==> src/rtl/prio_irq_pkg.sv <==
package prio_irq_pkg;
  localparam int unsigned PEND_OFS  = 32'h1000;
  localparam int unsigned EN_OFS    = 32'h2000;
  localparam int unsigned THR_OFS   = 32'h3000;
  localparam int unsigned CLAIM_OFS = 32'h3004;
endpackage

==> src/rtl/irq_rst_sync.sv <==
module irq_rst_sync (
  input  logic clk_i,
  input  logic rst_ni,
  output logic rst_no
);
  logic [1:0] sync_q;

  always_ff @(posedge clk_i or negedge rst_ni) begin
    if (!rst_ni) sync_q <= 2'b00;
    else         sync_q <= {sync_q[0], 1'b1};
  end

  assign rst_no = sync_q[1];
endmodule

==> src/rtl/irq_gateway.sv <==
module irq_gateway (
  input  logic clk_i,
  input  logic rst_ni,
  input  logic src_i,
  input  logic claim_i,
  input  logic complete_i,
  output logic pending_o,
  output logic claimed_o
);
  logic pend_q, pend_d, clm_q, clm_d;

  always_comb begin
    pend_d = pend_q;
    clm_d  = clm_q;
    if (claim_i) begin
      pend_d = 1'b0;
      clm_d  = 1'b1;
    end else begin
      if (complete_i && clm_q) clm_d  = 1'b0;
      if (src_i && !clm_q)     pend_d = 1'b1;
    end
  end

  always_ff @(posedge clk_i or negedge rst_ni) begin
    if (!rst_ni) begin
      pend_q <= 1'b0;
      clm_q  <= 1'b0;
    end else begin
      pend_q <= pend_d;
      clm_q  <= clm_d;
    end
  end

  assign pending_o = pend_q;
  assign claimed_o = clm_q;
endmodule

==> src/rtl/irq_select.sv <==
module irq_select #(
  parameter int unsigned NSRC   = 31,
  parameter int unsigned PRIO_W = 3,
  parameter int unsigned ID_W   = 5
) (
  input  logic [NSRC-1:0]        elig_i,
  input  logic [NSRC*PRIO_W-1:0] prio_i,
  input  logic [PRIO_W-1:0]      thr_i,
  output logic [ID_W-1:0]        win_id_o,
  output logic                   win_valid_o
);
  logic [PRIO_W-1:0] best_p;
  logic [ID_W-1:0]   best_id;

  always_comb begin
    best_p  = thr_i;
    best_id = '0;
    for (int k = 0; k < NSRC; k++) begin
      if (elig_i[k] && (prio_i[k*PRIO_W +: PRIO_W] > best_p)) begin
        best_p  = prio_i[k*PRIO_W +: PRIO_W];
        best_id = ID_W'(k + 1);
      end
    end
  end

  assign win_id_o    = best_id;
  assign win_valid_o = (best_id != '0);
endmodule

==> src/rtl/prio_irq_ctrl.sv <==
module prio_irq_ctrl #(
  parameter int unsigned NSRC   = 31,
  parameter int unsigned PRIO_W = 3,
  parameter int unsigned ADDR_W = 16,
  parameter int unsigned DATA_W = 32
) (
  input  logic              clk_i,
  input  logic              rst_ni,
  input  logic [NSRC-1:0]   src_i,
  input  logic [ADDR_W-1:0] addr_i,
  input  logic [DATA_W-1:0] wdata_i,
  input  logic              we_i,
  input  logic              re_i,
  output logic [DATA_W-1:0] rdata_o,
  output logic              eip_o
);
  import prio_irq_pkg::*;

  localparam int unsigned ID_W = $clog2(NSRC + 1);

  logic rst_n;
  logic [NSRC-1:0] pend, clm, en_q, en_d, claim_vec, compl_vec, prio_we;
  logic [NSRC*PRIO_W-1:0] prio_flat;
  logic [PRIO_W-1:0] thr_q;
  logic [ID_W-1:0]   win_id, idx;
  logic              win_valid, is_prio, claim_rd, claim_take, compl_wr;
  logic              en_we, thr_we;
  logic [DATA_W-1:0] rd_d, rd_q;

  irq_rst_sync u_rst (.clk_i(clk_i), .rst_ni(rst_ni), .rst_no(rst_n));

  // address decode
  assign idx     = addr_i[ID_W+1:2];
  assign is_prio = (addr_i[ADDR_W-1:ID_W+2] == '0) && (addr_i[1:0] == 2'b00)
                   && (idx != '0) && ({1'b0, idx} <= (ID_W+1)'(NSRC));
  assign claim_rd   = re_i && (addr_i == ADDR_W'(CLAIM_OFS));
  assign compl_wr   = we_i && (addr_i == ADDR_W'(CLAIM_OFS));
  assign claim_take = claim_rd && win_valid;
  assign en_we      = we_i && (addr_i == ADDR_W'(EN_OFS));
  assign thr_we     = we_i && (addr_i == ADDR_W'(THR_OFS));

  generate
    for (genvar n = 0; n < NSRC; n++) begin : g_src
      logic [PRIO_W-1:0] prio_q;

      assign claim_vec[n] = claim_take && (win_id == ID_W'(n + 1));
      assign compl_vec[n] = compl_wr && (wdata_i == DATA_W'(n + 1));
      assign prio_we[n]   = we_i && is_prio && (idx == ID_W'(n + 1));

      always_ff @(posedge clk_i or negedge rst_n) begin
        if (!rst_n)          prio_q <= '0;
        else if (prio_we[n]) prio_q <= wdata_i[PRIO_W-1:0];
      end

      assign prio_flat[n*PRIO_W +: PRIO_W] = prio_q;

      irq_gateway u_gw (
        .clk_i      (clk_i),
        .rst_ni     (rst_n),
        .src_i      (src_i[n]),
        .claim_i    (claim_vec[n]),
        .complete_i (compl_vec[n]),
        .pending_o  (pend[n]),
        .claimed_o  (clm[n])
      );
    end
  endgenerate

  assign en_d = wdata_i[NSRC:1];

  always_ff @(posedge clk_i or negedge rst_n) begin
    if (!rst_n) begin
      en_q  <= '0;
      thr_q <= '0;
    end else begin
      if (en_we)  en_q  <= en_d;
      if (thr_we) thr_q <= wdata_i[PRIO_W-1:0];
    end
  end

  irq_select #(.NSRC(NSRC), .PRIO_W(PRIO_W), .ID_W(ID_W)) u_sel (
    .elig_i      (pend & en_q),
    .prio_i      (prio_flat),
    .thr_i       (thr_q),
    .win_id_o    (win_id),
    .win_valid_o (win_valid)
  );

  // read mux
  always_comb begin
    rd_d = '0;
    if (is_prio) begin
      for (int k = 0; k < NSRC; k++)
        if (idx == ID_W'(k + 1)) rd_d = DATA_W'(prio_flat[k*PRIO_W +: PRIO_W]);
    end else if (addr_i == ADDR_W'(PEND_OFS)) begin
      rd_d = DATA_W'({pend, 1'b0});
    end else if (addr_i == ADDR_W'(EN_OFS)) begin
      rd_d = DATA_W'({en_q, 1'b0});
    end else if (addr_i == ADDR_W'(THR_OFS)) begin
      rd_d = DATA_W'(thr_q);
    end else if (addr_i == ADDR_W'(CLAIM_OFS)) begin
      rd_d = DATA_W'(win_id);
    end
  end

  always_ff @(posedge clk_i or negedge rst_n) begin
    if (!rst_n)    rd_q <= '0;
    else if (re_i) rd_q <= rd_d;
  end

  assign rdata_o = rd_q;
  assign eip_o   = win_valid;
endmodule

==> config.mk <==
export PLATFORM = sky130hd
export DESIGN_NAME = prio_irq_ctrl
export DESIGN_NICKNAME = d
export VERILOG_FILES = /design/src/rtl/prio_irq_pkg.sv /design/src/rtl/irq_rst_sync.sv /design/src/rtl/irq_gateway.sv /design/src/rtl/irq_select.sv /design/src/rtl/prio_irq_ctrl.sv
export SDC_FILE = /design/constraint.sdc
export NUM_CORES = 1
export LEC_CHECK = 0
export BUFFER_PORTS_ARGS = -buffer_cell sky130_fd_sc_hd__buf_4
export CORE_MARGIN = 1
export CORE_UTILIZATION = 25
export CTS_CLUSTER_DIAMETER = 50
export DETAILED_ROUTE_END_ITERATION = 10
export PLACE_DENSITY = 0.44
export SLEW_MARGIN = 20
export SYNTH_ARGS = -nofsm -noshare
export SYNTH_HDL_FRONTEND = slang
export SYNTH_SLANG_ARGS = --single-unit
==> constraint.sdc <==
create_clock -name clk_i -period 55.8 [get_ports clk_i]
set_input_delay 5.58 -clock clk_i [delete_from_list [all_inputs] [get_ports clk_i]]
set_output_delay 5.58 -clock clk_i [all_outputs]
set_load 0.005 [all_outputs]
# Yosys cells after proc, flatten, opt, wreduce, memory -nomap -nowiden
# Cells that the tools add are included.
[classes] n_bitwise=1 order_cmp=31 n_eq_ne=97 mux=221 n_reduce_logical=291
[ops] op="32-bit two-way mux" count=33
[ops] op="32-bit by 5-bit == test with 1-bit output, second input constant" count=16
[ops] op="32-bit by 4-bit == test with 1-bit output, second input constant" count=8
[ops] op="1-bit logical AND" count=194
[ops] op="5-bit == test, second input constant" count=32
[ops] op="32-bit by 3-bit == test with 1-bit output, second input constant" count=4
[ops] op="1-bit two-way mux" count=125
[ops] op="2-bit nonzero test" count=62
[ops] op="3-bit two-way mux" count=35
[ops] op="3-bit greater-than comparator" count=31
[ops] op="5-bit two-way mux" count=18
[ops] op="5-bit by 4-bit == test with 1-bit output, second input constant" count=16
[ops] op="32-bit by 2-bit == test with 1-bit output, second input constant" count=2
[ops] op="16-bit by 14-bit == test with 1-bit output, second input constant" count=3
[ops] op="5-bit by 3-bit == test with 1-bit output, second input constant" count=8
[ops] op="32-bit by 1-bit == test with 1-bit output, second input constant" count=1
[ops] op="4-bit two-way mux" count=8
[ops] op="31-bit bitwise AND" count=1
[ops] op="1-bit logical NOT" count=31
[ops] op="5-bit by 2-bit == test with 1-bit output, second input constant" count=4
[ops] op="16-bit by 13-bit == test with 1-bit output, second input constant" count=1
[ops] op="5-bit by 1-bit == test with 1-bit output, second input constant" count=2
[ops] op="5-bit nonzero test" count=2
[ops] op="9-bit logical NOT" count=1
[ops] op="other kinds (2)" count=3
[totals] reg_bits=223 input_bits=83 wordCells=738

# Longest topological paths before layout
# Gate-level depths: netlist of the first run.
[logic_depth] ltp_word=98 ltp_mapped=207

# By module
# Synthesis of the first run repeated with hierarchy kept, for this count alone.
[hier_totals] cells_unflattened=1763 hier_area_um2=15675.0
[by_module_without_submodules] module="prio_irq_ctrl" instances=1 area_each_um2=8602.0 seq_area_each_um2=3978.8 cells_per_inst=824
[by_module_without_submodules] module="irq_select" instances=1 area_each_um2=4498.1 seq_area_each_um2=0.0 cells_per_inst=719
[by_module_without_submodules] module="irq_gateway" instances=31 area_each_um2=81.3 seq_area_each_um2=50.0 cells_per_inst=7
[by_module_without_submodules] module="irq_rst_sync" instances=1 area_each_um2=53.8 seq_area_each_um2=50.0 cells_per_inst=3

# Worst setup path after synthesis of the first run
# No wires, ideal clock.
[synth_timing] path_type="reg-to-output" from="register thr_q[1]" to="output eip_o" arrival_time_ps=37714 path_slack_ps=12506 stages_incl_launch_ff=202 n_path_buf=2 cell_sequence="dfrtp_1 inv_1 ha_1 nor2b_4 o311a_2 nand2_2 nand2_1 o21ai_0 ha_1 nor2_1 o211ai_1 a31o_2 mux2_2 ha_1 nor2_1 and2_1 o311ai_0 mux2_2 [... 166 more ...] o21ai_0 ha_1 nor2b_1 o21a_1 o2111ai_1 inv_1 o21a_1 ha_1 nor2b_1 o21a_1 o2111ai_1 nand2_1 nor3_2 and3_1 buf_4 nand3b_2 nor2_1 nand2_1"
[synth_via] elab_chain_cells=94 elab_cells_between_ends=124 classes_between="31 x order compare; 61 x mux; 32 x reduce/logical"
[synth_rtl] element="start, declared" line="prio_irq_ctrl.sv:24" source="logic [PRIO_W-1:0] thr_q;"
[synth_rtl] element="start signal, assigned" line="prio_irq_ctrl.sv:77" source="if (thr_we) thr_q <= wdata_i[PRIO_W-1:0];"
[synth_rtl] element="3-bit greater-than comparator" line="irq_select.sv:19" source="if (elig_i[k] && (prio_i[k*PRIO_W +: PRIO_W] > best_p)) begin"
[synth_rtl] element="1-bit logical AND" line="irq_select.sv:19"
[synth_rtl] element="3-bit two-way mux" line="irq_select.sv:19"
[synth_rtl] element="3-bit greater-than comparator" line="irq_select.sv:19"
[synth_rtl] element="1-bit logical AND" line="irq_select.sv:19"
[synth_rtl] element="3-bit two-way mux" line="irq_select.sv:19"
[synth_rtl] element="3-bit greater-than comparator" line="irq_select.sv:19"
[synth_rtl] element="1-bit logical AND" line="irq_select.sv:19"
[synth_rtl] element="[... 78 more ...]"
[synth_rtl] element="3-bit two-way mux" line="irq_select.sv:19"
[synth_rtl] element="3-bit greater-than comparator" line="irq_select.sv:19"
[synth_rtl] element="1-bit logical AND" line="irq_select.sv:19"
[synth_rtl] element="3-bit two-way mux" line="irq_select.sv:19"
[synth_rtl] element="3-bit greater-than comparator" line="irq_select.sv:19"
[synth_rtl] element="1-bit logical AND" line="irq_select.sv:19"
[synth_rtl] element="5-bit two-way mux (*)" line="irq_select.sv:19"
[synth_rtl] element="5-bit nonzero test (*)" line="irq_select.sv:27" source="assign win_valid_o = (best_id != '0);"
[synth_rtl] element="end, declared" line="prio_irq_ctrl.sv:15" source="output logic eip_o"
# Every way passes the cells marked *; elsewhere a longest branch is shown, timed or not.

# Final worst setup path of the first run
# Ends and elaborated chain as after synthesis.

==> flow_summary.html, run 1 <==
<table>
<tr><th>Metric</th><th>Value</th></tr>
<tr><th colspan="2">Floorplanning</th></tr>
<tr><td>Initial core utilization</td><td>0.252</td></tr>
<tr><td>I/O pin cnt</td><td>around 120</td></tr>
<tr><td>Die extent in x</td><td>243 µm</td></tr>
<tr><td>Core Footprint</td><td>about 58000 µm²</td></tr>
<tr><td>Die extent in y</td><td>243 µm</td></tr>
<tr><td>Number of standard-cell rows in the floorplan</td><td>88</td></tr>
<tr><td>Die area</td><td>59100 µm²</td></tr>
<tr><th colspan="2">Layout</th></tr>
<tr><td>Commonest cells after routing, fill and taps aside</td><td>sky130_fd_sc_hd__dfrtp_1 (222), sky130_fd_sc_hd__nor2_1 (183), sky130_fd_sc_hd__nand2_1 (151)</td></tr>
<tr><td>Net count of the finished layout</td><td>1840</td></tr>
<tr><td>Number of inserted diodes</td><td>0</td></tr>
<tr><td>Area growth from synthesis to layout</td><td>19.9%</td></tr>
<tr><td>Most common cell after layout, fill and taps aside</td><td>sky130_fd_sc_hd__dfrtp_1</td></tr>
<tr><td>Fraction of layout cells with a size suffix above 1</td><td>0.212</td></tr>
<tr><th colspan="2">Logic synthesis</th></tr>
<tr><td>Area fraction in and, or, nand and nor cells after synthesis</td><td>0.206</td></tr>
<tr><td>Sequential-to-total area share from yosys stat</td><td>0.384</td></tr>
<tr><td>Yosys cell types</td><td>108</td></tr>
<tr><td>Adder-cell share of the synthesized area</td><td>0.0388</td></tr>
<tr><td>Proportion of register bits with asynchronous set or reset after synthesis</td><td>1.00</td></tr>
<tr><td>Post-synthesis compound-gate area fraction</td><td>0.232</td></tr>
<tr><td>Cell Area, Synth</td><td>between 10000 and 15000 µm²</td></tr>
<tr><td>Multiplexer share of the synthesized area</td><td>0.102</td></tr>
<tr><td>Mean cell area of the mapped netlist</td><td>9.00 µm²</td></tr>
<tr><td>Dominant combinational cell family by area after synthesis</td><td>compound AO/OA/AOI/OAI gates</td></tr>
<tr><td>Number of instances in the synthesized netlist</td><td>~1600</td></tr>
<tr><td>Total of flip-flops plus latches after synthesis</td><td>223</td></tr>
<tr><td>Synth Flop Type</td><td>sky130_fd_sc_hd__dfrtp_1</td></tr>
<tr><td>Number of synthesized flops with an enable pin</td><td>0</td></tr>
<tr><td>Warning count from the yosys run</td><td>0</td></tr>
<tr><td>Net count of the mapped netlist</td><td>1735</td></tr>
<tr><td>Post-Synth XOR/XNOR Area</td><td>0</td></tr>
<tr><th colspan="2">Setup path</th></tr>
<tr><td>Number of cells traversed by the worst register-to-register path</td><td>198</td></tr>
<tr><td>Slowest CP cell</td><td>sky130_fd_sc_hd__nor2_1</td></tr>
<tr><td>Register-to-Register Setup Slack</td><td>11.99 ns</td></tr>
<tr><td>Number of buffers and inverters on the critical path</td><td>8</td></tr>
<tr><td>CP startpoint</td><td>thr_q[1]</td></tr>
<tr><td>Setup Crit Path Kind</td><td>reg2out</td></tr>
<tr><td>Type of element capturing the critical path</td><td>primary output</td></tr>
<tr><td>Worst-path fanout max</td><td>12</td></tr>
<tr><td>Reg-to-reg critical path endpoint</td><td>g_src[2].u_gw.claimed_o</td></tr>
<tr><td>Max stage delay on crit path</td><td>0.66 ns</td></tr>
<tr><td>Critical path capture point</td><td>eip_o</td></tr>
<tr><td>CP most frequent cell</td><td>sky130_fd_sc_hd__ha_1</td></tr>
<tr><td>Family of cells with the greatest summed delay on the critical path</td><td>compound AO/OA/AOI/OAI gates</td></tr>
<tr><td>Number of stages on the worst setup path</td><td>199</td></tr>
<tr><td>Element type at the critical path start</td><td>flop</td></tr>
<tr><td>Worst flop-to-flop path startpoint</td><td>thr_q[1]</td></tr>
<tr><td>Endpoint required time on the critical path</td><td>~50 ns</td></tr>
<tr><td>Worst Path Arrival</td><td>43.96 ns</td></tr>
<tr><th colspan="2">Timing</th></tr>
<tr><td>Max-slew violation count</td><td>0</td></tr>
<tr><td>Final WS setup</td><td>6.26 ns</td></tr>
<tr><td>Max transition margin</td><td>0.266</td></tr>
<tr><td>Final Hold Viols</td><td>0</td></tr>
<tr><td>Unrepaired setup endpoints after global routing</td><td>no</td></tr>
<tr><td># setup viols final</td><td>0</td></tr>
<tr><td>Transition time of the tightest slew-check pin</td><td>between 1 and 1.5 ns</td></tr>
<tr><td>Final worst-path cycle share</td><td>0.888</td></tr>
<tr><td>Final worst path period need</td><td>49.54 ns</td></tr>
<tr><td>Hold WS</td><td>0.325 ns</td></tr>
<tr><td>Aggregate negative setup slack</td><td>0 ns</td></tr>
<tr><td>Achievable Freq</td><td>20.2 MHz</td></tr>
<tr><td>Clock tree skew after final layout</td><td>between 0.02 and 0.025 ns</td></tr>
<tr><th colspan="2">Pwr</th></tr>
<tr><td>Worst vdd rail ir drop</td><td>between 20 and 25 µV</td></tr>
<tr><td>Power density relative to cell area</td><td>23.7 nW/µm²</td></tr>
<tr><td>Leak</td><td>7.62 nW</td></tr>
<tr><th colspan="2">GRT</th></tr>
<tr><td>Number of global-route vias before repair</td><td>approximately 13000</td></tr>
<tr><td>First-pass GRT wire length</td><td>82.9 mm</td></tr>
<tr><td>GRT Overall Usage</td><td>0.184</td></tr>
<tr><td>Maximum number of pins on one net before global-route repair</td><td>70</td></tr>
<tr><td>Global route overflow</td><td>0</td></tr>
<tr><td>Initial antenna violation count</td><td>1</td></tr>
<tr><th colspan="2">Clock network</th></tr>
<tr><td>Number of buffers created by CTS</td><td>36</td></tr>
<tr><td>CTS tree</td><td>yes</td></tr>
<tr><td>Root buffer selected by CTS</td><td>sky130_fd_sc_hd__clkbuf_16</td></tr>
<tr><td>CTS H-tree lvls</td><td>2</td></tr>
<tr><td>Hold buffer count at CTS</td><td>0</td></tr>
<tr><td>Number of gates given a new drive strength after cts</td><td>0</td></tr>
<tr><td>CTS Buffer Depth</td><td>3</td></tr>
<tr><td>Worst skew pair latency</td><td>0.55 ns</td></tr>
<tr><td>Clock transition time at the flip-flop clock pins of the worst setup and hold paths</td><td>approximately 0.060 ns</td></tr>
<tr><td>Count of buffers added by post-CTS timing repair for setup</td><td>0</td></tr>
<tr><td>Sinks on the clock net</td><td>roughly 220</td></tr>
<tr><th colspan="2">Detailed routing</th></tr>
<tr><td>Total vias in the final route</td><td>roughly 13000</td></tr>
<tr><td>Vias per cell</td><td>5.29</td></tr>
<tr><td>Post-Route WL</td><td>54.7 mm</td></tr>
<tr><td>Number of DRC markers in iteration 0</td><td>slightly above 800</td></tr>
<tr><td>First-pass iteration count of the detailed router</td><td>5</td></tr>
<tr><td>Post-detailed-route wirelength per cell</td><td>21.8 µm</td></tr>
<tr><td>Drc violations</td><td>0</td></tr>
<tr><td>Routed Antenna Nets</td><td>0</td></tr>
<tr><th colspan="2">Placement</th></tr>
<tr><td>HPWL after detailed placement</td><td>41.2 mm</td></tr>
<tr><td>Global placer's final weighted congestion</td><td>roughly 0.87</td></tr>
<tr><td>Number of input and output port buffers inserted</td><td>about 120</td></tr>
<tr><td>Post-Place Worst Slack</td><td>7.36 ns</td></tr>
<tr><th colspan="2">Run status</th></tr>
<tr><td>Outcome</td><td>completed</td></tr>
<tr><th colspan="2">Job</th></tr>
<tr><td>Number of violations of the max-capacitance limit</td><td>0</td></tr>
<tr><th colspan="2">Min path</th></tr>
<tr><td>Classification of the worst-slack hold path</td><td>reg2async</td></tr>
</table>
power breakdown:
part           internal (W)  leakage, nW  switching, W
clock network      0.000139        0.573     0.0000873
registers          0.000164         2.80    0.00000171
logic            0.00000832         4.24     0.0000133
total              0.000311         7.62      0.000102
state kept, by name, summed over array words and instances, names as in the netlist:
signal and flops:
g_src.prio_q 93, rdata_o 32, en_q 31, g_src.u_gw.claimed_o 31, g_src.u_gw.pending_o 31, thr_q 3, u_rst.sync_q 2
per-layer routing:
layer  track usage  vias to the layer above  part of all wire  wire length, µm
met5             0                        -           0.00015                8
met1         0.249                     6571              0.46            25300
met4        0.0660                        2             0.033             1830
met3        0.0324                       84             0.057             3090
met2         0.293                      381              0.45            24400
li1              -                     6240                 -                -
worst min path at each step:
stage / from / to / slack, ns / cells after the start
after floorplan: u_rst.sync_q[0] / u_rst.sync_q[1] / 0.33 / 0
after global placement: u_rst.sync_q[0] / u_rst.sync_q[1] / 0.34 / 0
after detailed placement: u_rst.sync_q[0] / u_rst.sync_q[1] / 0.34 / 0
after CTS: u_rst.sync_q[1] / en_q[4] / 0.36 / 0
after global routing: u_rst.sync_q[1] / en_q[4] / 0.38 / 0
final: u_rst.sync_q[1] / en_q[4] / 0.33 / 0
kinds of logic after synthesis:
kind of cell | Yosys count
compound gates | 469
fa+ha+maj | 47
buf+inv | 140
flops | 223
mux | 129
other cells | 1
simple gates | 606
Yosys cell counts, types with 7 or more instances:
| library cell | instances | area [µm²] |
|---|---|---|
| sky130_fd_sc_hd__nor2b_1 | 24 | 150 |
| sky130_fd_sc_hd__o22a_1 | 14 | 123 |
| sky130_fd_sc_hd__o21ai_0 | 84 | 420 |
| sky130_fd_sc_hd__inv_1 | 82 | 308 |
| sky130_fd_sc_hd__nand3_1 | 57 | 285 |
| sky130_fd_sc_hd__dfrtp_1 | 223 | 5580 |
| sky130_fd_sc_hd__o21ai_1 | 13 | 65.1 |
| sky130_fd_sc_hd__ha_1 | 37 | 463 |
| sky130_fd_sc_hd__nor2_1 | 183 | 687 |
| sky130_fd_sc_hd__a221oi_1 | 8 | 70.1 |
| sky130_fd_sc_hd__o21a_1 | 10 | 75.1 |
| sky130_fd_sc_hd__o31a_1 | 10 | 87.6 |
| sky130_fd_sc_hd__nand3b_1 | 8 | 60.1 |
| sky130_fd_sc_hd__o31ai_1 | 12 | 90.1 |
| sky130_fd_sc_hd__or3_1 | 9 | 56.3 |
| sky130_fd_sc_hd__and2_1 | 27 | 169 |
| sky130_fd_sc_hd__o22ai_1 | 8 | 50.1 |
| sky130_fd_sc_hd__mux2_2 | 118 | 1330 |
| sky130_fd_sc_hd__or2_2 | 11 | 68.8 |
| sky130_fd_sc_hd__nor3b_1 | 9 | 67.6 |
| sky130_fd_sc_hd__and3_1 | 24 | 150 |
| sky130_fd_sc_hd__mux2i_1 | 7 | 70.1 |
| sky130_fd_sc_hd__o211ai_1 | 16 | 120 |
| sky130_fd_sc_hd__o221ai_1 | 7 | 61.3 |
| sky130_fd_sc_hd__nor3_1 | 41 | 205 |
| sky130_fd_sc_hd__a22oi_1 | 48 | 360 |
| sky130_fd_sc_hd__a31oi_1 | 21 | 131 |
| sky130_fd_sc_hd__nand2_1 | 152 | 571 |
| sky130_fd_sc_hd__maj3_1 | 9 | 90.1 |
| sky130_fd_sc_hd__nand2b_1 | 7 | 43.8 |
| sky130_fd_sc_hd__nor4_1 | 11 | 68.8 |
| sky130_fd_sc_hd__o211a_1 | 9 | 90.1 |
| sky130_fd_sc_hd__a21oi_1 | 91 | 455 |
| sky130_fd_sc_hd__clkbuf_1 | 51 | 191 |
| sky130_fd_sc_hd__a21o_1 | 20 | 150 |
| sky130_fd_sc_hd__nand4_1 | 13 | 81.3 |
worst reg2reg max path, delay by kind of cell (launching register included):
family	cells	cell delay [ns]
AOI/OAI and AO/OA	75	18.03
buffers and inverters	7	0.70
muxes	9	3.31
DFF	1	0.43
and+or+nand+nor	69	10.26
adders and majority gates	38	10.98
stage by stage:
step	instances	area, µm²	power, W	util
final	2512	17400	0.000413	0.303
after global routing	2512	17400	0.000428	0.303
after CTS	2512	17400	0.000420	0.303
after detailed placement	2447	16200	0.000190	0.282
after global placement	2447	16200	0.000190	0.282
after floorplan	1615	14500	0.000177	-
layout make-up:
type,count,area [µm²]
inverters,84,315
fillers,6041,40100
repair buffers,123,923
multi-input cells,1252,8450
well taps,765,957
flip-flops and latches,223,5580
clock inverters,19,198
clock buffers,46,1010
(Power assumes the default switching activity.)
==> run 2: changes to the inputs <==
--- a/config.mk
+++ b/config.mk
@@ -5,6 +5,7 @@
 export SDC_FILE = /design/constraint.sdc
 export NUM_CORES = 1
 export LEC_CHECK = 0
+export ABC_AREA = 1
 export BUFFER_PORTS_ARGS = -buffer_cell sky130_fd_sc_hd__buf_4
 export CORE_MARGIN = 1
 export CORE_UTILIZATION = 25
==> run 2 against run 1 <==
Net effect: first-iteration DRC count rose by 38%; die area fell by 4.3%; via count rose by 2.2%; largest power group unchanged.
==> flow_summary.html, run 2 <==
<table>
<tr><th>Metric</th><th>Value</th></tr>
<tr><th colspan="2">Logic synthesis</th></tr>
<tr><td>Sequential-to-total area share from yosys stat</td><td>0.401</td></tr>
<tr><td>Yosys cell types</td><td>57</td></tr>
<tr><td>Multiplexer share of the synthesized area</td><td>0.00567</td></tr>
<tr><td>Number of synthesized flops with an enable pin</td><td>0</td></tr>
<tr><td>Cell Area, Synth</td><td>between 10000 and 15000 µm²</td></tr>
<tr><td>Post-Synth XOR/XNOR Area</td><td>0</td></tr>
<tr><td>Proportion of register bits with asynchronous set or reset after synthesis</td><td>1.00</td></tr>
<tr><td>Dominant combinational cell family by area after synthesis</td><td>simple AND/OR/NAND/NOR gates</td></tr>
<tr><td>Largest cells by area after synthesis</td><td>sky130_fd_sc_hd__dfrtp_1 (40%), sky130_fd_sc_hd__nand2_1 (12%), sky130_fd_sc_hd__o21ai_0 (8.2%), sky130_fd_sc_hd__inv_1 (6.9%), sky130_fd_sc_hd__a21oi_1 (3.5%)</td></tr>
<tr><td>Mean cell area of the mapped netlist</td><td>7.45 µm²</td></tr>
<tr><td>Warning count from the yosys run</td><td>0</td></tr>
<tr><td>Most numerous cell in the Yosys netlist</td><td>sky130_fd_sc_hd__nand2_1</td></tr>
<tr><td>Number of instances in the synthesized netlist</td><td>roughly 1900</td></tr>
<tr><td>Synth Flop Type</td><td>sky130_fd_sc_hd__dfrtp_1</td></tr>
<tr><td>Ranking of synthesized cells by instance count</td><td>sky130_fd_sc_hd__nand2_1 (429), sky130_fd_sc_hd__inv_1 (254), sky130_fd_sc_hd__o21ai_0 (228), sky130_fd_sc_hd__dfrtp_1 (223), sky130_fd_sc_hd__nor2_1 (124)</td></tr>
<tr><td>Cell type with the largest total area after synthesis</td><td>sky130_fd_sc_hd__dfrtp_1</td></tr>
<tr><td>Total of flip-flops plus latches after synthesis</td><td>223</td></tr>
<tr><td>Post-synthesis compound-gate area fraction</td><td>0.192</td></tr>
<tr><td>Adder-cell share of the synthesized area</td><td>0.0333</td></tr>
<tr><td>Fraction of synthesized cell area taken by the top area cell type</td><td>0.401</td></tr>
<tr><td>Area fraction in and, or, nand and nor cells after synthesis</td><td>0.279</td></tr>
<tr><td>Net count of the mapped netlist</td><td>between 1500 and 2000</td></tr>
<tr><th colspan="2">Timing</th></tr>
<tr><td># setup viols final</td><td>0</td></tr>
<tr><td>Final Hold Viols</td><td>0</td></tr>
<tr><td>Max transition margin</td><td>0.198</td></tr>
<tr><td>Transition time of the tightest slew-check pin</td><td>1.19 ns</td></tr>
<tr><td>Clock tree skew after final layout</td><td>0.0296 ns</td></tr>
<tr><td>Unrepaired setup endpoints after global routing</td><td>no</td></tr>
<tr><td>Achievable Freq</td><td>25.0 MHz</td></tr>
<tr><td>Aggregate negative setup slack</td><td>0 ns</td></tr>
<tr><td>Final worst path period need</td><td>40.06 ns</td></tr>
<tr><td>Max-slew violation count</td><td>0</td></tr>
<tr><td>Final worst-path cycle share</td><td>0.718</td></tr>
<tr><th colspan="2">Detailed routing</th></tr>
<tr><td>Drc violations</td><td>0</td></tr>
<tr><td>Vias per cell</td><td>just under 5</td></tr>
<tr><td>Number of DRC markers in iteration 0</td><td>1146</td></tr>
<tr><td>Post-Route WL</td><td>57.0 mm</td></tr>
<tr><td>Total vias in the final route</td><td>13600</td></tr>
<tr><td>Post-detailed-route wirelength per cell</td><td>slightly above 20 µm</td></tr>
<tr><td>Routed Antenna Nets</td><td>0</td></tr>
<tr><td>First-pass iteration count of the detailed router</td><td>8</td></tr>
<tr><th colspan="2">Layout</th></tr>
<tr><td>Most flops, register</td><td>g_src.prio_q</td></tr>
<tr><td>Most common cell after layout, fill and taps aside</td><td>sky130_fd_sc_hd__nand2_1</td></tr>
<tr><td>Number of flip-flops in the largest register</td><td>93</td></tr>
<tr><td>Fill cell instance count of the final layout</td><td>6050</td></tr>
<tr><td>Non-filler cells, final</td><td>2770</td></tr>
<tr><td>Commonest cells after routing, fill and taps aside</td><td>sky130_fd_sc_hd__nand2_1 (428), sky130_fd_sc_hd__inv_1 (254), sky130_fd_sc_hd__o21ai_0 (228)</td></tr>
<tr><td>Area of combinational cells with multiple inputs</td><td>7120 µm²</td></tr>
<tr><td>Area used by sequential logic in the layout</td><td>5580 µm²</td></tr>
<tr><td>Net count of the finished layout</td><td>between 2000 and 2500</td></tr>
<tr><td>Area growth from synthesis to layout</td><td>21.5%</td></tr>
<tr><td>Fraction of layout cells with a size suffix above 1</td><td>0.173</td></tr>
<tr><th colspan="2">Pwr</th></tr>
<tr><td>Power density relative to cell area</td><td>26.9 nW/µm²</td></tr>
<tr><td>Worst vdd rail ir drop</td><td>14.4 µV</td></tr>
<tr><td>Leak</td><td>8.24 nW</td></tr>
<tr><th colspan="2">GRT</th></tr>
<tr><td>GRT Overall Usage</td><td>0.201</td></tr>
<tr><td>Number of global-route vias before repair</td><td>around 13000</td></tr>
<tr><td>Global route overflow</td><td>0</td></tr>
<tr><td>Maximum number of pins on one net before global-route repair</td><td>161</td></tr>
<tr><td>First-pass GRT wire length</td><td>between 80 and 90 mm</td></tr>
<tr><td>Initial antenna violation count</td><td>3</td></tr>
<tr><th colspan="2">Clock network</th></tr>
<tr><td>Worst skew pair latency</td><td>0.56 ns</td></tr>
<tr><td>Count of buffers added by post-CTS timing repair for setup</td><td>0</td></tr>
<tr><td>Sinks on the clock net</td><td>~220</td></tr>
<tr><td>CTS Buffer Depth</td><td>3</td></tr>
<tr><td>Number of buffers created by CTS</td><td>38</td></tr>
<tr><td>CTS H-tree lvls</td><td>2</td></tr>
<tr><td>CTS tree</td><td>yes</td></tr>
<tr><td>Clock transition time at the flip-flop clock pins of the worst setup and hold paths</td><td>~0.050 ns</td></tr>
<tr><td>Root buffer selected by CTS</td><td>sky130_fd_sc_hd__clkbuf_16</td></tr>
<tr><td>Number of gates given a new drive strength after cts</td><td>0</td></tr>
<tr><td>Hold buffer count at CTS</td><td>0</td></tr>
<tr><th colspan="2">Setup path</th></tr>
<tr><td>Number of cells traversed by the worst register-to-register path</td><td>201</td></tr>
<tr><td>Register-to-Register Setup Slack</td><td>between 20 and 25 ns</td></tr>
<tr><td>Endpoint required time on the critical path</td><td>50.22 ns</td></tr>
<tr><td>Worst flop-to-flop path startpoint</td><td>thr_q[2]</td></tr>
<tr><td>Type of element capturing the critical path</td><td>primary output</td></tr>
<tr><td>Max stage delay on crit path</td><td>0.40 ns</td></tr>
<tr><td>CP most frequent cell</td><td>sky130_fd_sc_hd__o21ai_0</td></tr>
<tr><td>Element type at the critical path start</td><td>flop</td></tr>
<tr><td>Reg-to-reg critical path endpoint</td><td>g_src[7].u_gw.pending_o</td></tr>
<tr><td>Worst Path Arrival</td><td>34.48 ns</td></tr>
<tr><td>Slowest CP cell</td><td>sky130_fd_sc_hd__dfrtp_1</td></tr>
<tr><td>Worst-path fanout max</td><td>12</td></tr>
<tr><td>Setup Crit Path Kind</td><td>reg2out</td></tr>
<tr><th colspan="2">Floorplanning</th></tr>
<tr><td>Number of standard-cell rows in the floorplan</td><td>86</td></tr>
<tr><td>Die extent in x</td><td>238 µm</td></tr>
<tr><td>I/O pin cnt</td><td>116</td></tr>
<tr><td>Initial core utilization</td><td>0.253</td></tr>
<tr><td>Core Footprint</td><td>roughly 55000 µm²</td></tr>
<tr><td>Die extent in y</td><td>~240 µm</td></tr>
<tr><td>Die area</td><td>56600 µm²</td></tr>
<tr><th colspan="2">Run status</th></tr>
<tr><td>Outcome</td><td>completed</td></tr>
<tr><th colspan="2">Min path</th></tr>
<tr><td>Classification of the worst-slack hold path</td><td>reg2reg</td></tr>
<tr><td>Worst hold path stage count</td><td>0</td></tr>
<tr><td>Startpoint of the worst hold path</td><td>u_rst.sync_q[0]</td></tr>
<tr><td>Hold worst-path end</td><td>u_rst.sync_q[1]</td></tr>
<tr><th colspan="2">Placement</th></tr>
<tr><td>Global placer's final weighted congestion</td><td>0.899</td></tr>
<tr><td>Number of cells after detailed placement</td><td>2702</td></tr>
<tr><td>HPWL after detailed placement</td><td>43.5 mm</td></tr>
<tr><td>Number of input and output port buffers inserted</td><td>115</td></tr>
<tr><th colspan="2">Job</th></tr>
<tr><td>Number of violations of the max-capacitance limit</td><td>0</td></tr>
</table>
[run 2: cell types whose count changed in the layout (fill, tap and decap cells not counted), moves of 24 or more]
cell,before,now
sky130_fd_sc_hd__o21ai_0,84,228
sky130_fd_sc_hd__nand2_2,2,76
sky130_fd_sc_hd__mux2_2,118,7
sky130_fd_sc_hd__nor2_1,183,122
sky130_fd_sc_hd__and2_1,27,0
sky130_fd_sc_hd__a22oi_1,48,4
sky130_fd_sc_hd__inv_1,82,254
sky130_fd_sc_hd__nand2_1,151,428
sky130_fd_sc_hd__nand3_2,1,29
sky130_fd_sc_hd__nor2b_1,24,0
sky130_fd_sc_hd__nand3_1,57,94
[run 2: stage by stage]
| step | total power [W] | utilization | setup slack [ns] | hold WS [ns] | instance area, µm² |
|---|---|---|---|---|---|
| after CTS | 0.000460 | 0.307 | 15.96 | 0.353 | 16900 |
| after global placement | 0.000217 | 0.283 | 18.67 | 0.339 | 15600 |
| after floorplan | 0.000197 | - | 20.92 | 0.331 | 13900 |
| after detailed placement | 0.000217 | 0.283 | 16.65 | 0.342 | 15600 |
| final | 0.000455 | 0.307 | 15.74 | 0.348 | 16900 |
| after global routing | 0.000471 | 0.307 | 12.12 | 0.355 | 16900 |
[run 2: how the worst max path moves through the flow]
stage / from / end / slack (ns) / cells after the start
CTS: thr_q[2] / eip_o / 15.96 / 202
floorplan: thr_q[2] / eip_o / 20.92 / 204
global route: thr_q[2] / eip_o / 12.12 / 203
detailed placement: thr_q[2] / eip_o / 16.65 / 202
finish: thr_q[2] / eip_o / 15.74 / 202
global placement: thr_q[2] / eip_o / 18.67 / 206
[run 2: worst max-delay path: cells and delay by family (launching register included)]
kind,cells,cell delay [ns]
and+or+nand+nor,99,10.10
AOI/OAI and AO/OA,59,13.06
DFF,1,0.40
adders and majority gates,31,9.25
buffers and inverters,13,1.06
[run 2: final cells by class]
class / count / share of cell area
inverters: 276 / 0.0614
flip-flops and latches: 223 / 0.330
well taps: 748 / 0.0554
multi-input cells: 1331 / 0.421
diodes: 2 / 0.000296
repair buffers: 124 / 0.0558
clock buffers: 47 / 0.0619
clock inverters: 19 / 0.0135
[run 2: where the power goes]
part / switching (W) / internal, W / total [W] / leakage (nW)
logic: 0.0000374 / 0.0000138 / 0.0000512 / 5.10
clock network: 0.0000887 / 0.000152 / 0.000240 / 0.616
registers: 0.00000103 / 0.000162 / 0.000163 / 2.52
[run 2: metal layers]
| metal | wire [µm] | GRT usage | up-vias |
|---|---|---|---|
| met4 | 1690 | 0.0731 | 4 |
| met2 | 25000 | 0.310 | 384 |
| met5 | 21 | 0 | - |
| li1 | - | - | 6518 |
| met1 | 26500 | 0.274 | 6580 |
| met3 | 3730 | 0.0451 | 89 |
[run 2: cells by family after synthesis]
| logic type | after synthesis |
|---|---|
| and+or+nand+nor | 832 |
| AOI/OAI and AO/OA | 454 |
| buffers and inverters | 314 |
| DFF | 223 |
| adders and majority gates | 37 |
| muxes | 7 |
| other | 1 |
==> run 3: changes to the inputs <==
--- a/config.mk
+++ b/config.mk
@@ -11,7 +11,7 @@
 export CORE_UTILIZATION = 25
 export CTS_CLUSTER_DIAMETER = 50
 export DETAILED_ROUTE_END_ITERATION = 10
-export PLACE_DENSITY = 0.44
+export PLACE_DENSITY = 0.45
 export SLEW_MARGIN = 20
 export SYNTH_ARGS = -nofsm -noshare
 export SYNTH_HDL_FRONTEND = slang
==> constraint.sdc (replaced) <==
create_clock -name clk_i -period 34.8 [get_ports clk_i]
set_input_delay 3.48 -clock clk_i [delete_from_list [all_inputs] [get_ports clk_i]]
set_output_delay 3.48 -clock clk_i [all_outputs]
set_load 0.005 [all_outputs]
==> run 3 against run 2 <==
Net effect: critical path depth grew 25; sequential share of layout area shrank 1.5 points; first-iteration DRC count shrank 14%; final area grew 4.9%; setup slack lost 14 ns; sequential power grew 60%; largest power group unchanged; wire length grew 1.7%; critical path type unchanged.
==> flow_summary.html, run 3 (synthesis gave the netlist of run 2 again) <==
<table>
<tr><th>Metric</th><th>Value</th></tr>
<tr><th colspan="2">Setup path</th></tr>
<tr><td>CP most frequent cell</td><td>sky130_fd_sc_hd__nand2_2</td></tr>
<tr><td>Setup Crit Path Kind</td><td>reg2out</td></tr>
<tr><td>Family of cells with the greatest summed delay on the critical path</td><td>simple AND/OR/NAND/NOR gates</td></tr>
<tr><td>Type of element capturing the critical path</td><td>primary output</td></tr>
<tr><td>Number of buffers and inverters on the critical path</td><td>19</td></tr>
<tr><td>Worst Path Arrival</td><td>29.45 ns</td></tr>
<tr><td>Max stage delay on crit path</td><td>between 0.3 and 0.4 ns</td></tr>
<tr><td>Worst-path fanout max</td><td>9</td></tr>
<tr><td>Slowest CP cell</td><td>sky130_fd_sc_hd__dfrtp_2</td></tr>
<tr><td>Element type at the critical path start</td><td>flop</td></tr>
<tr><td>Endpoint required time on the critical path</td><td>31.32 ns</td></tr>
<tr><th colspan="2">Layout</th></tr>
<tr><td>Share of the core filled with cells in the final layout</td><td>0.322</td></tr>
<tr><td>Most flops, register</td><td>g_src.prio_q</td></tr>
<tr><td>Fill cell instance count of the final layout</td><td>5994</td></tr>
<tr><td>Area used by sequential logic in the layout</td><td>between 5000 and 6000 µm²</td></tr>
<tr><td>Number of flip-flops in the largest register</td><td>between 90 and 100</td></tr>
<tr><td>Area of combinational cells with multiple inputs</td><td>7780 µm²</td></tr>
<tr><td>Number of inserted diodes</td><td>0</td></tr>
<tr><td>Most common cell after layout, fill and taps aside</td><td>sky130_fd_sc_hd__nand2_1</td></tr>
<tr><td>Fraction of layout cells with a size suffix above 1</td><td>0.232</td></tr>
<tr><td>Commonest cells after routing, fill and taps aside</td><td>sky130_fd_sc_hd__nand2_1 (407), sky130_fd_sc_hd__inv_1 (251), sky130_fd_sc_hd__dfrtp_1 (221)</td></tr>
<tr><td>Net count of the finished layout</td><td>2142</td></tr>
<tr><td>Area growth from synthesis to layout</td><td>27.4%</td></tr>
<tr><th colspan="2">Floorplanning</th></tr>
<tr><td>Die area</td><td>56600 µm²</td></tr>
<tr><td>Initial core utilization</td><td>0.253</td></tr>
<tr><td>Die extent in x</td><td>238 µm</td></tr>
<tr><td>I/O pin cnt</td><td>116</td></tr>
<tr><td>Core Footprint</td><td>55100 µm²</td></tr>
<tr><td>Die extent in y</td><td>238 µm</td></tr>
<tr><td>Number of standard-cell rows in the floorplan</td><td>86</td></tr>
<tr><th colspan="2">Detailed routing</th></tr>
<tr><td>First-pass iteration count of the detailed router</td><td>5</td></tr>
<tr><td>Routed Antenna Nets</td><td>0</td></tr>
<tr><td>Post-detailed-route wirelength per cell</td><td>20.7 µm</td></tr>
<tr><td>Post-Route WL</td><td>57.9 mm</td></tr>
<tr><td>Drc violations</td><td>0</td></tr>
<tr><td>Total vias in the final route</td><td>13900</td></tr>
<tr><td>Vias per cell</td><td>between 4 and 5</td></tr>
<tr><td>Number of DRC markers in iteration 0</td><td>about 980</td></tr>
<tr><th colspan="2">Job</th></tr>
<tr><td>Number of violations of the max-capacitance limit</td><td>0</td></tr>
<tr><th colspan="2">Timing</th></tr>
<tr><td>Achievable Freq</td><td>between 30 and 40 MHz</td></tr>
<tr><td>Clock tree skew after final layout</td><td>approximately 0.018 ns</td></tr>
<tr><td># setup viols final</td><td>0</td></tr>
<tr><td>Final worst path period need</td><td>~33 ns</td></tr>
<tr><td>Max-slew violation count</td><td>0</td></tr>
<tr><td>Final worst-path cycle share</td><td>0.946</td></tr>
<tr><td>Final Hold Viols</td><td>0</td></tr>
<tr><td>Transition time of the tightest slew-check pin</td><td>approximately 1.2 ns</td></tr>
<tr><td>Max transition margin</td><td>0.207</td></tr>
<tr><th colspan="2">GRT</th></tr>
<tr><td>Global route overflow</td><td>0</td></tr>
<tr><td>First-pass GRT wire length</td><td>~85 mm</td></tr>
<tr><td>Number of global-route vias before repair</td><td>13400</td></tr>
<tr><td>Initial antenna violation count</td><td>1</td></tr>
<tr><td>GRT Overall Usage</td><td>0.202</td></tr>
<tr><td>Maximum number of pins on one net before global-route repair</td><td>135</td></tr>
<tr><th colspan="2">Clock network</th></tr>
<tr><td>Hold buffer count at CTS</td><td>0</td></tr>
<tr><td>CTS H-tree lvls</td><td>2</td></tr>
<tr><td>CTS Buffer Depth</td><td>3</td></tr>
<tr><td>Root buffer selected by CTS</td><td>sky130_fd_sc_hd__clkbuf_16</td></tr>
<tr><td>CTS tree</td><td>yes</td></tr>
<tr><td>Number of buffers created by CTS</td><td>36</td></tr>
<tr><td>Sinks on the clock net</td><td>approximately 220</td></tr>
<tr><td>Worst skew pair latency</td><td>0.55 ns</td></tr>
<tr><td>Clock transition time at the flip-flop clock pins of the worst setup and hold paths</td><td>0.06 ns</td></tr>
<tr><th colspan="2">Pwr</th></tr>
<tr><td>Tot Pwr</td><td>0.000725 W</td></tr>
<tr><td>Power density relative to cell area</td><td>40.9 nW/µm²</td></tr>
<tr><td>Leak</td><td>8.59 nW</td></tr>
<tr><td>Worst vdd rail ir drop</td><td>between 20 and 25 µV</td></tr>
<tr><th colspan="2">Run status</th></tr>
<tr><td>Outcome</td><td>completed</td></tr>
<tr><th colspan="2">Min path</th></tr>
<tr><td>Classification of the worst-slack hold path</td><td>reg2async</td></tr>
<tr><th colspan="2">Placement</th></tr>
<tr><td>Global placer's final weighted congestion</td><td>between 0.8 and 0.9</td></tr>
<tr><td>HPWL after detailed placement</td><td>43.7 mm</td></tr>
<tr><td>Number of input and output port buffers inserted</td><td>115</td></tr>
</table>
-- run 3: cell count changes in the layout (fill, tap and decap cells not counted), sizes merged --
cell | before | now
diode | 2 | 0
clkinv | 15 | 11
clkbuf | 47 | 44
inv | 272 | 274
buf | 124 | 154
clkinvlp | 4 | 5
-- run 3: report_power, final --
part	internal, W	leakage [nW]	switching, W
logic	0.0000277	5.49	0.0000637
clock network	0.000233	0.584	0.000139
registers	0.000260	2.52	0.00000125
total	0.000521	8.59	0.000204
-- run 3: path summary, 6_finish.rpt --
kind | endpoint | slack, ns | from | cells after the start
min in group clk_i | u_rst.sync_q[1] | 0.35 | u_rst.sync_q[0] | 0
max in group asynchronous | u_rst.sync_q[1] | 31.97 | rst_ni | 1
worst max-delay path | eip_o | 1.87 | thr_q[1] | 227
worst max register to register | g_src[2].u_gw.pending_o | 5.06 | thr_q[1] | 225
worst min register to register | en_q[4] | 0.33 | u_rst.sync_q[1] | 0
worst min-delay path | en_q[4] | 0.33 | u_rst.sync_q[1] | 0
-- run 3: what timing repair did --
action                     CTS  global route
hold endpoints to repair     0             0
setup buffers                2            19
setup endpoints to repair    1            26
gates resized for setup     36           153
pin swaps                    2            44
-- run 3: final cells by class --
type / count / share of cell area
Inverter: 276 / 0.0587
Multi-Input combinational cell: 1331 / 0.439
Sequential cell: 223 / 0.315
Tap cell: 748 / 0.0528
Clock inverter: 18 / 0.0127
Timing Repair Buffer: 154 / 0.0659
Clock buffer: 44 / 0.0560
-- run 3: routing by layer --
metal	track usage	routed length, µm
met5	0	0
met4	0.0575	1340
met3	0.0276	3520
met2	0.319	26300
met1	0.287	26700
-- run 3: metrics by stage --
stage / TNS [ns] / cell area (µm²) / std cells / setup WS (ns) / hold slack [ns]
floorplan: 0 / 13900 / 1868 / 2.02 / 0.331
global placement: 0 / 15700 / 2711 / 0.117 / 0.339
detailed placement: -2.03 / 15700 / 2711 / -2.03 / 0.340
CTS: 0 / 16900 / 2775 / 0.0256 / 0.353
global route: -0.290 / 17700 / 2794 / -0.290 / 0.362
finish: 0 / 17700 / 2794 / 1.87 / 0.327
